==> config.mk <==
export PLATFORM = sky130hd
export DESIGN_NAME = lin_brk_rx
export DESIGN_NICKNAME = d
export VERILOG_FILES = /design/src/rtl/lin_brk_pkg.sv /design/src/rtl/lin_brk_ctrl.sv /design/src/rtl/lin_brk_dp.sv /design/src/rtl/lin_brk_rx.sv
export SDC_FILE = /design/constraint.sdc
export NUM_CORES = 1
export LEC_CHECK = 0
export ABC_AREA = 1
export BUFFER_PORTS_ARGS = -buffer_cell sky130_fd_sc_hd__buf_2
export CAP_MARGIN = 20
export CORE_MARGIN = 5
export CORE_UTILIZATION = 36
export CTS_BUF_LIST = sky130_fd_sc_hd__clkbuf_4 sky130_fd_sc_hd__clkbuf_8 sky130_fd_sc_hd__clkbuf_16
export DETAILED_ROUTE_END_ITERATION = 8
export PLACE_DENSITY = 0.54
export SETUP_SLACK_MARGIN = 0.4
export SLEW_MARGIN = 20
export SYNTH_ARGS = -nofsm -noshare
export SYNTH_HDL_FRONTEND = slang
export SYNTH_SLANG_ARGS = --single-unit
==> constraint.sdc <==
create_clock -name clk -period 2.7 [get_ports clk]
set_input_delay 0.135 -clock clk [delete_from_list [all_inputs] [get_ports clk]]
set_output_delay 0.135 -clock clk [all_outputs]
set_load 0.1 [all_outputs]
==> src/rtl/lin_brk_pkg.sv <==
package lin_brk_pkg;

  typedef enum logic [2:0] {
    RX_WAIT,
    RX_IDLE,
    RX_DATA,
    RX_PAR,
    RX_STOP
  } rxState_t;

  typedef struct packed {
    logic shift;
    logic parCap;
    logic done;
    logic stopLow;
    logic brkHit;
  } lbdStrobe_t;

endpackage

==> src/rtl/lin_brk_ctrl.sv <==
module lin_brk_ctrl
  import lin_brk_pkg::*;
#(
  parameter int DATA_BITS = 8,
  parameter int BRK_LEN   = 11,
  parameter int MODE_W    = 2,
  parameter logic [(1<<MODE_W)-1:0] MODE_MASK = 4'b1001
) (
  input  logic              clk,
  input  logic              rstN,
  input  logic              bitTick,
  input  logic              serIn,
  input  logic              rxEn,
  input  logic              parEn,
  input  logic [MODE_W-1:0] opMode,
  output lbdStrobe_t        stb,
  output logic              modeOk
);

  localparam int BIT_W   = (DATA_BITS > 1) ? $clog2(DATA_BITS) : 1;
  localparam int LOW_W   = $clog2(BRK_LEN + 2);
  localparam logic [BIT_W-1:0] LAST_BIT = BIT_W'(DATA_BITS - 1);
  localparam logic [LOW_W-1:0] LOW_HIT  = LOW_W'(BRK_LEN);
  localparam logic [LOW_W-1:0] LOW_MAX  = LOW_W'(BRK_LEN + 1);

  rxState_t         state;
  logic [BIT_W-1:0] bitCnt;
  logic [LOW_W-1:0] lowCnt;
  logic             activeTick;

  assign modeOk     = MODE_MASK[opMode];
  assign activeTick = rxEn & bitTick;

  // receiver sequencing
  always_ff @(posedge clk or negedge rstN) begin
    if (!rstN) begin
      state  <= RX_WAIT;
      bitCnt <= '0;
    end else if (!rxEn) begin
      state  <= RX_WAIT;
      bitCnt <= '0;
    end else if (bitTick) begin
      case (state)
        RX_WAIT: if (serIn) state <= RX_IDLE;
        RX_IDLE: if (!serIn) begin
          state  <= RX_DATA;
          bitCnt <= '0;
        end
        RX_DATA: begin
          bitCnt <= bitCnt + 1'b1;
          if (bitCnt == LAST_BIT) state <= parEn ? RX_PAR : RX_STOP;
        end
        RX_PAR:  state <= RX_STOP;
        RX_STOP: state <= serIn ? RX_IDLE : RX_WAIT;
        default: state <= RX_WAIT;
      endcase
    end
  end

  // consecutive-low counter, saturating so one low period hits once
  always_ff @(posedge clk or negedge rstN) begin
    if (!rstN) begin
      lowCnt <= '0;
    end else if (bitTick) begin
      if (serIn)               lowCnt <= '0;
      else if (lowCnt != LOW_MAX) lowCnt <= lowCnt + 1'b1;
    end
  end

  always_comb begin
    stb.shift   = activeTick && (state == RX_DATA);
    stb.parCap  = activeTick && (state == RX_PAR);
    stb.done    = activeTick && (state == RX_STOP);
    stb.stopLow = !serIn;
    stb.brkHit  = bitTick && !serIn && modeOk && (lowCnt == LOW_HIT);
  end

endmodule

==> src/rtl/lin_brk_dp.sv <==
module lin_brk_dp
  import lin_brk_pkg::*;
#(
  parameter int DATA_BITS = 8
) (
  input  logic                 clk,
  input  logic                 rstN,
  input  logic                 serIn,
  input  logic                 parEn,
  input  logic                 clrOnBrk,
  input  logic                 rdAck,
  input  logic                 brkClr,
  input  logic                 rxIntEn,
  input  logic                 brkIntEn,
  input  logic                 modeOk,
  input  lbdStrobe_t           stb,
  output logic [DATA_BITS-1:0] rxData,
  output logic                 rdrf,
  output logic                 fre,
  output logic                 ore,
  output logic                 pe,
  output logic                 brkFlag,
  output logic                 rxIrq,
  output logic                 brkIrq,
  output logic                 capOut
);

  logic [DATA_BITS-1:0] shiftReg;
  logic                 parBit;
  logic                 rdrfN, freN, oreN, peN;
  logic [DATA_BITS-1:0] dataN;
  logic                 parBad;

  assign parBad = parEn && (parBit != ^shiftReg);

  always_ff @(posedge clk or negedge rstN) begin
    if (!rstN) begin
      shiftReg <= '0;
      parBit   <= 1'b0;
    end else begin
      if (stb.shift)  shiftReg <= {serIn, shiftReg[DATA_BITS-1:1]};
      if (stb.parCap) parBit   <= serIn;
    end
  end

  // flag update: read ack, then frame end, then break clear
  always_comb begin
    rdrfN = rdrf;
    freN  = fre;
    oreN  = ore;
    peN   = pe;
    dataN = rxData;
    if (rdAck) begin
      rdrfN = 1'b0;
      freN  = 1'b0;
      oreN  = 1'b0;
      peN   = 1'b0;
    end
    if (stb.done) begin
      if (rdrfN) begin
        oreN = 1'b1;
      end else begin
        dataN = shiftReg;
        rdrfN = 1'b1;
      end
      if (stb.stopLow) freN = 1'b1;
      if (parBad)      peN  = 1'b1;
    end
    if (stb.brkHit && clrOnBrk) begin
      rdrfN = 1'b0;
      freN  = 1'b0;
      oreN  = 1'b0;
      peN   = 1'b0;
    end
  end

  always_ff @(posedge clk or negedge rstN) begin
    if (!rstN) begin
      rxData  <= '0;
      rdrf    <= 1'b0;
      fre     <= 1'b0;
      ore     <= 1'b0;
      pe      <= 1'b0;
      brkFlag <= 1'b0;
    end else begin
      rxData <= dataN;
      rdrf   <= rdrfN;
      fre    <= freN;
      ore    <= oreN;
      pe     <= peN;
      if (stb.brkHit)  brkFlag <= 1'b1;
      else if (brkClr) brkFlag <= 1'b0;
    end
  end

  assign rxIrq  = rxIntEn && (rdrf || fre || ore || pe);
  assign brkIrq = brkIntEn && brkFlag;
  assign capOut = modeOk ? serIn : 1'b1;

endmodule

==> src/rtl/lin_brk_rx.sv <==
module lin_brk_rx
  import lin_brk_pkg::*;
#(
  parameter int DATA_BITS = 8,
  parameter int BRK_LEN   = 11,
  parameter int MODE_W    = 2,
  parameter logic [(1<<MODE_W)-1:0] MODE_MASK = 4'b1001
) (
  input  logic                 clk,
  input  logic                 rstN,
  input  logic                 bitTick,
  input  logic                 serIn,
  input  logic                 rxEn,
  input  logic                 parEn,
  input  logic                 rxIntEn,
  input  logic                 brkIntEn,
  input  logic [MODE_W-1:0]    opMode,
  input  logic                 clrOnBrk,
  input  logic                 rdAck,
  input  logic                 brkClr,
  output logic [DATA_BITS-1:0] rxData,
  output logic                 rdrf,
  output logic                 fre,
  output logic                 ore,
  output logic                 pe,
  output logic                 brkFlag,
  output logic                 rxIrq,
  output logic                 brkIrq,
  output logic                 capOut
);

  lbdStrobe_t stb;
  logic       modeOk;

  lin_brk_ctrl #(
    .DATA_BITS(DATA_BITS), .BRK_LEN(BRK_LEN),
    .MODE_W(MODE_W), .MODE_MASK(MODE_MASK)
  ) uCtrl (
    .clk(clk), .rstN(rstN), .bitTick(bitTick), .serIn(serIn),
    .rxEn(rxEn), .parEn(parEn), .opMode(opMode),
    .stb(stb), .modeOk(modeOk)
  );

  lin_brk_dp #(.DATA_BITS(DATA_BITS)) uDp (
    .clk(clk), .rstN(rstN), .serIn(serIn), .parEn(parEn),
    .clrOnBrk(clrOnBrk), .rdAck(rdAck), .brkClr(brkClr),
    .rxIntEn(rxIntEn), .brkIntEn(brkIntEn), .modeOk(modeOk),
    .stb(stb), .rxData(rxData), .rdrf(rdrf), .fre(fre), .ore(ore),
    .pe(pe), .brkFlag(brkFlag), .rxIrq(rxIrq), .brkIrq(brkIrq),
    .capOut(capOut)
  );

endmodule

==> flow_results.xml <==
<?xml version="1.0" encoding="UTF-8"?>
<metrics>
  <group name="clock_tree">
    <metric name="clock_tree.htree_level_count" unit="">2</metric>
    <metric name="cts_made_buffers" unit="">5</metric>
    <metric name="cts_post_setup_buffers_inserted" unit="">0</metric>
    <metric name="cts_repair_resize_count" unit="">0</metric>
    <metric name="tritoncts_clock_tree" unit="">yes</metric>
    <metric name="cts_buffer_depth" unit="">2</metric>
    <metric name="cts_hold_buffers" unit="">1</metric>
    <metric name="clk_transition_reported_paths" unit="ns">0.07</metric>
    <metric name="clk-insertion-delay-late" unit="ns">0.29</metric>
    <metric name="root_buffer" unit="">clkbuf_8</metric>
    <metric name="clock_sinks" unit="">32</metric>
  </group>
  <group name="critical_path">
    <metric name="cpPeakStageDelay" unit="ns">0.40</metric>
    <metric name="crit_path_top_delay_cell" unit="">dfrtp_1</metric>
    <metric name="crit_path_cell_trace" unit="">ha_1 &gt; nand2_1 &gt; nor3_1 &gt; nand3_1 &gt; nand2_1 &gt; inv_1 &gt; nand3_1 &gt; nand2_1</metric>
    <metric name="worst_path_most_repeated_cell" unit="">nand2_1</metric>
    <metric name="worst_setup_path_start_kind" unit="">flop</metric>
    <metric name="critical_path_depth" unit="">8</metric>
    <metric name="number_of_buffers_and_inverters_on_the_critical_path" unit="">1</metric>
    <metric name="critPathCaptureType" unit="">flop</metric>
    <metric name="startpoint_to_endpoint_class_of_the_critical_path" unit="">reg2reg</metric>
    <metric name="cp.arrival" unit="ns">1.66</metric>
    <metric name="critPathMaxFanout" unit="">4</metric>
    <metric name="cp_data_required_time" unit="ns">2.87</metric>
    <metric name="cpLargestDelayFamily" unit="">simple AND/OR/NAND/NOR gates</metric>
    <metric name="rr_worst_depth" unit="">8</metric>
  </group>
  <group name="yosys">
    <metric name="yosys_register_bits" unit="">32</metric>
    <metric name="syn_inst" unit="">211</metric>
    <metric name="syn_area" unit="um^2">1720</metric>
    <metric name="avgSynthCellArea" unit="um^2">8.15</metric>
    <metric name="count_of_unique_library_cells_instantiated_by_yosys" unit="">25</metric>
    <metric name="yosys_warnings" unit="">0</metric>
    <metric name="synth_nets" unit="">228</metric>
    <metric name="sequential_area_share_after_synthesis" unit="%">46.5</metric>
  </group>
  <group name="pwr">
    <metric name="power_per_cell_area" unit="nW/um^2">1140</metric>
    <metric name="internal_power" unit="uW">1150</metric>
    <metric name="power.share.switching" unit="%">49.8</metric>
    <metric name="pwr-share-clk" unit="%">20.2</metric>
    <metric name="power.share.combinational" unit="%">46.7</metric>
    <metric name="seqPwrFrac" unit="%">33.1</metric>
    <metric name="total_leakage_power" unit="uW">0.00109</metric>
    <metric name="max-vdd-ir-drop" unit="V">0.000357</metric>
    <metric name="switchingPower" unit="uW">1140</metric>
  </group>
  <group name="finish">
    <metric name="finalNonFillerCells" unit="">299</metric>
    <metric name="final_instance_area" unit="um^2">2020</metric>
    <metric name="final_layout_size_suffix_gt1_share" unit="%">23.3</metric>
    <metric name="antennaDiodeCount" unit="">0</metric>
    <metric name="nNetsFinal" unit="">261</metric>
    <metric name="area_growth" unit="%">17.4</metric>
  </group>
  <group name="sta">
    <metric name="rsz0062_at_grt" unit="">false</metric>
    <metric name="max_freq" unit="MHz">674</metric>
    <metric name="timing.clock.skew" unit="ns">0.00679</metric>
    <metric name="worst_slack" unit="ns">1.22</metric>
    <metric name="final-hold-violation-count" unit="">0</metric>
    <metric name="final_cycle_share" unit="%">55.0</metric>
    <metric name="fin_tns_setup" unit="ns">0</metric>
    <metric name="drv_slew" unit="">0</metric>
    <metric name="max-slew-margin-rel" unit="%">51.2</metric>
    <metric name="setup_viol_count_final" unit="">0</metric>
    <metric name="worstMarginPinSlew" unit="ns">0.731</metric>
    <metric name="fin_crit" unit="ns">1.48</metric>
  </group>
  <group name="min_path">
    <metric name="worst_hold_path_type" unit="">in2reg</metric>
    <metric name="hold_path_cell_cnt" unit="">2</metric>
  </group>
  <group name="routing">
    <metric name="via_per_inst" unit="">4.71</metric>
    <metric name="vias" unit="">1407</metric>
    <metric name="drtAntennaViolNets" unit="">0</metric>
    <metric name="number_of_iterations_in_the_first_detailed_routing_pass" unit="">4</metric>
    <metric name="total_routed_wirelength" unit="um">3390</metric>
    <metric name="route.detailed.wl_per_inst" unit="um">11.3</metric>
    <metric name="drt_iter0_drc" unit="">50</metric>
    <metric name="drc" unit="">0</metric>
  </group>
  <group name="global_routing">
    <metric name="grt_max_degree" unit="">33</metric>
    <metric name="grt_antenna_before_repair" unit="">0</metric>
    <metric name="first_global_vias" unit="">1313</metric>
    <metric name="grt_pass1_wl" unit="um">5890</metric>
    <metric name="globalRouteTotalUtil" unit="%">12.2</metric>
    <metric name="globalRoute.totalOverflow" unit="">0</metric>
  </group>
  <group name="floorplan">
    <metric name="num_rows" unit="">25</metric>
    <metric name="die_area" unit="um^2">6260</metric>
    <metric name="die_x" unit="um">79.1</metric>
    <metric name="io-pin-count" unit="">29</metric>
    <metric name="design.core.area" unit="um^2">4690</metric>
    <metric name="floorplan.die.height" unit="um">79.1</metric>
    <metric name="floorplan.initialDensity" unit="%">36.7</metric>
  </group>
  <group name="placement">
    <metric name="placement.setup.worst_slack" unit="ns">1.25</metric>
    <metric name="placed_area" unit="um^2">1900</metric>
    <metric name="gp_routability_congestion" unit="">0.742</metric>
    <metric name="dpl.hpwl" unit="um">2450</metric>
    <metric name="portBuffers" unit="">28</metric>
    <metric name="place_inst" unit="">290</metric>
  </group>
  <group name="run_status">
    <metric name="run_status" unit="">finished, final reports clean</metric>
  </group>
  <group name="flow_run">
    <metric name="max_cap_violations" unit="">0</metric>
  </group>
</metrics>
-- power by group through the flow --
| stage | Sequential (uW) | Combinational (uW) | Clock, uW |
|---|---|---|---|
| floorplan | 1180 | 487 | 0 |
| global placement | 767 | 1080 | 0 |
| detailed placement | 768 | 1090 | 0 |
| CTS | 759 | 1090 | 480 |
| global route | 786 | 1180 | 500 |
| finish | 760 | 1070 | 464 |
-- area by class of cell --
type,instances,area [um^2]
inverters,34,130
clock buffers,5,68.8
flip-flops and latches,32,801
repair buffers,29,150
multi-input cells,142,759
well taps,54,67.6
clock inverters,3,42.5
fillers,497,2670
-- through the flow --
stage | hold WS (ns) | total power (uW) | utilization (%)
after global placement | 0.253 | 1850 | 40.5
after floorplan | -0.161 | 1670 | -
after CTS | 0.0136 | 2330 | 43.0
final | 0.0268 | 2300 | 43.0
after detailed placement | 0.254 | 1860 | 40.5
after global routing | 0.0321 | 2470 | 43.0
-- placed cells by master (no fill, tap or decap), drive strengths merged --
cell type,netlist,layout
nand3,12,12
buf,3,28
o21bai,1,1
o31ai,3,3
clkinv,0,1
nand4,2,2
clkinvlp,0,1
dfrtp,32,32
clkbuf,0,5
o21ai,30,30
bufinv,0,1
dlygate4sd3,0,1
a21oi,3,3
xor2,2,2
inv,34,34
nor2,9,9
a21boi,1,1
xnor2,1,1
nand2,72,72
nor3,2,2
ha,4,4
-- sequential cells by signal (all words and copies together), names as in the netlist --
signal,flops
uDp.parBit,1
uDp.rxData,8
uDp.rdrf,1
uDp.ore,1
uCtrl.lowCnt,4
uDp.fre,1
uDp.pe,1
uCtrl.state,3
uDp.brkFlag,1
uCtrl.bitCnt,3
uDp.shiftReg,8
-- synthesized netlist by cell type (all sizes together) --
cell    instances  area [um^2]
dfrtp          32          801
xnor2           1         8.76
inv            34          130
nand4           2         12.5
a21boi          1         7.51
xor2            2         17.5
nand3          12         72.6
a21oi           3         15.0
nor2            9         55.1
ha              4         50.1
o31ai           3         22.5
buf             3         33.8
nand2          72          285
nor3            2         10.0
o21bai          1         18.8
o21ai          30          180
-- path summary, 6_finish.rpt --
path                                        startpoint                     endpoint  slack [ns]
max in group asynchronous                         rstN  uDp.shiftReg[2]$_DFFE_PN0P_        1.79
min in group asynchronous                         rstN    uDp.rxData[5]$_DFFE_PN0P_        0.44
max reg2reg                uCtrl.lowCnt[1]$_DFFE_PN0P_             uDp.pe$_DFF_PN0_        1.22
min reg2reg                  uDp.rxData[0]$_DFFE_PN0P_    uDp.rxData[0]$_DFFE_PN0P_        0.48
max                        uCtrl.lowCnt[1]$_DFFE_PN0P_             uDp.pe$_DFF_PN0_        1.22
min                                             brkClr      uDp.brkFlag$_DFFE_PN0P_        0.03
-- logic make-up after synthesis --
logic type / share of synthesized area (%)
and+or+nand+nor: 25.3
AOI/OAI and AO/OA: 14.2
buffers and inverters: 9.53
DFF: 46.5
adders and majority gates: 2.91
xor gates and xnor gates: 1.53
-- per-layer routing --
metal / up-vias / share of wire [%] / GRT usage, %
met5: - / 0 / 0
met1: 629 / 49 / 15.2
met2: 36 / 43 / 18.9
li1: 732 / - / -
met3: 10 / 5.5 / 3.29
met4: 0 / 3.0 / 7.22
No activity file was read; power rests on OpenSTA's default activity.
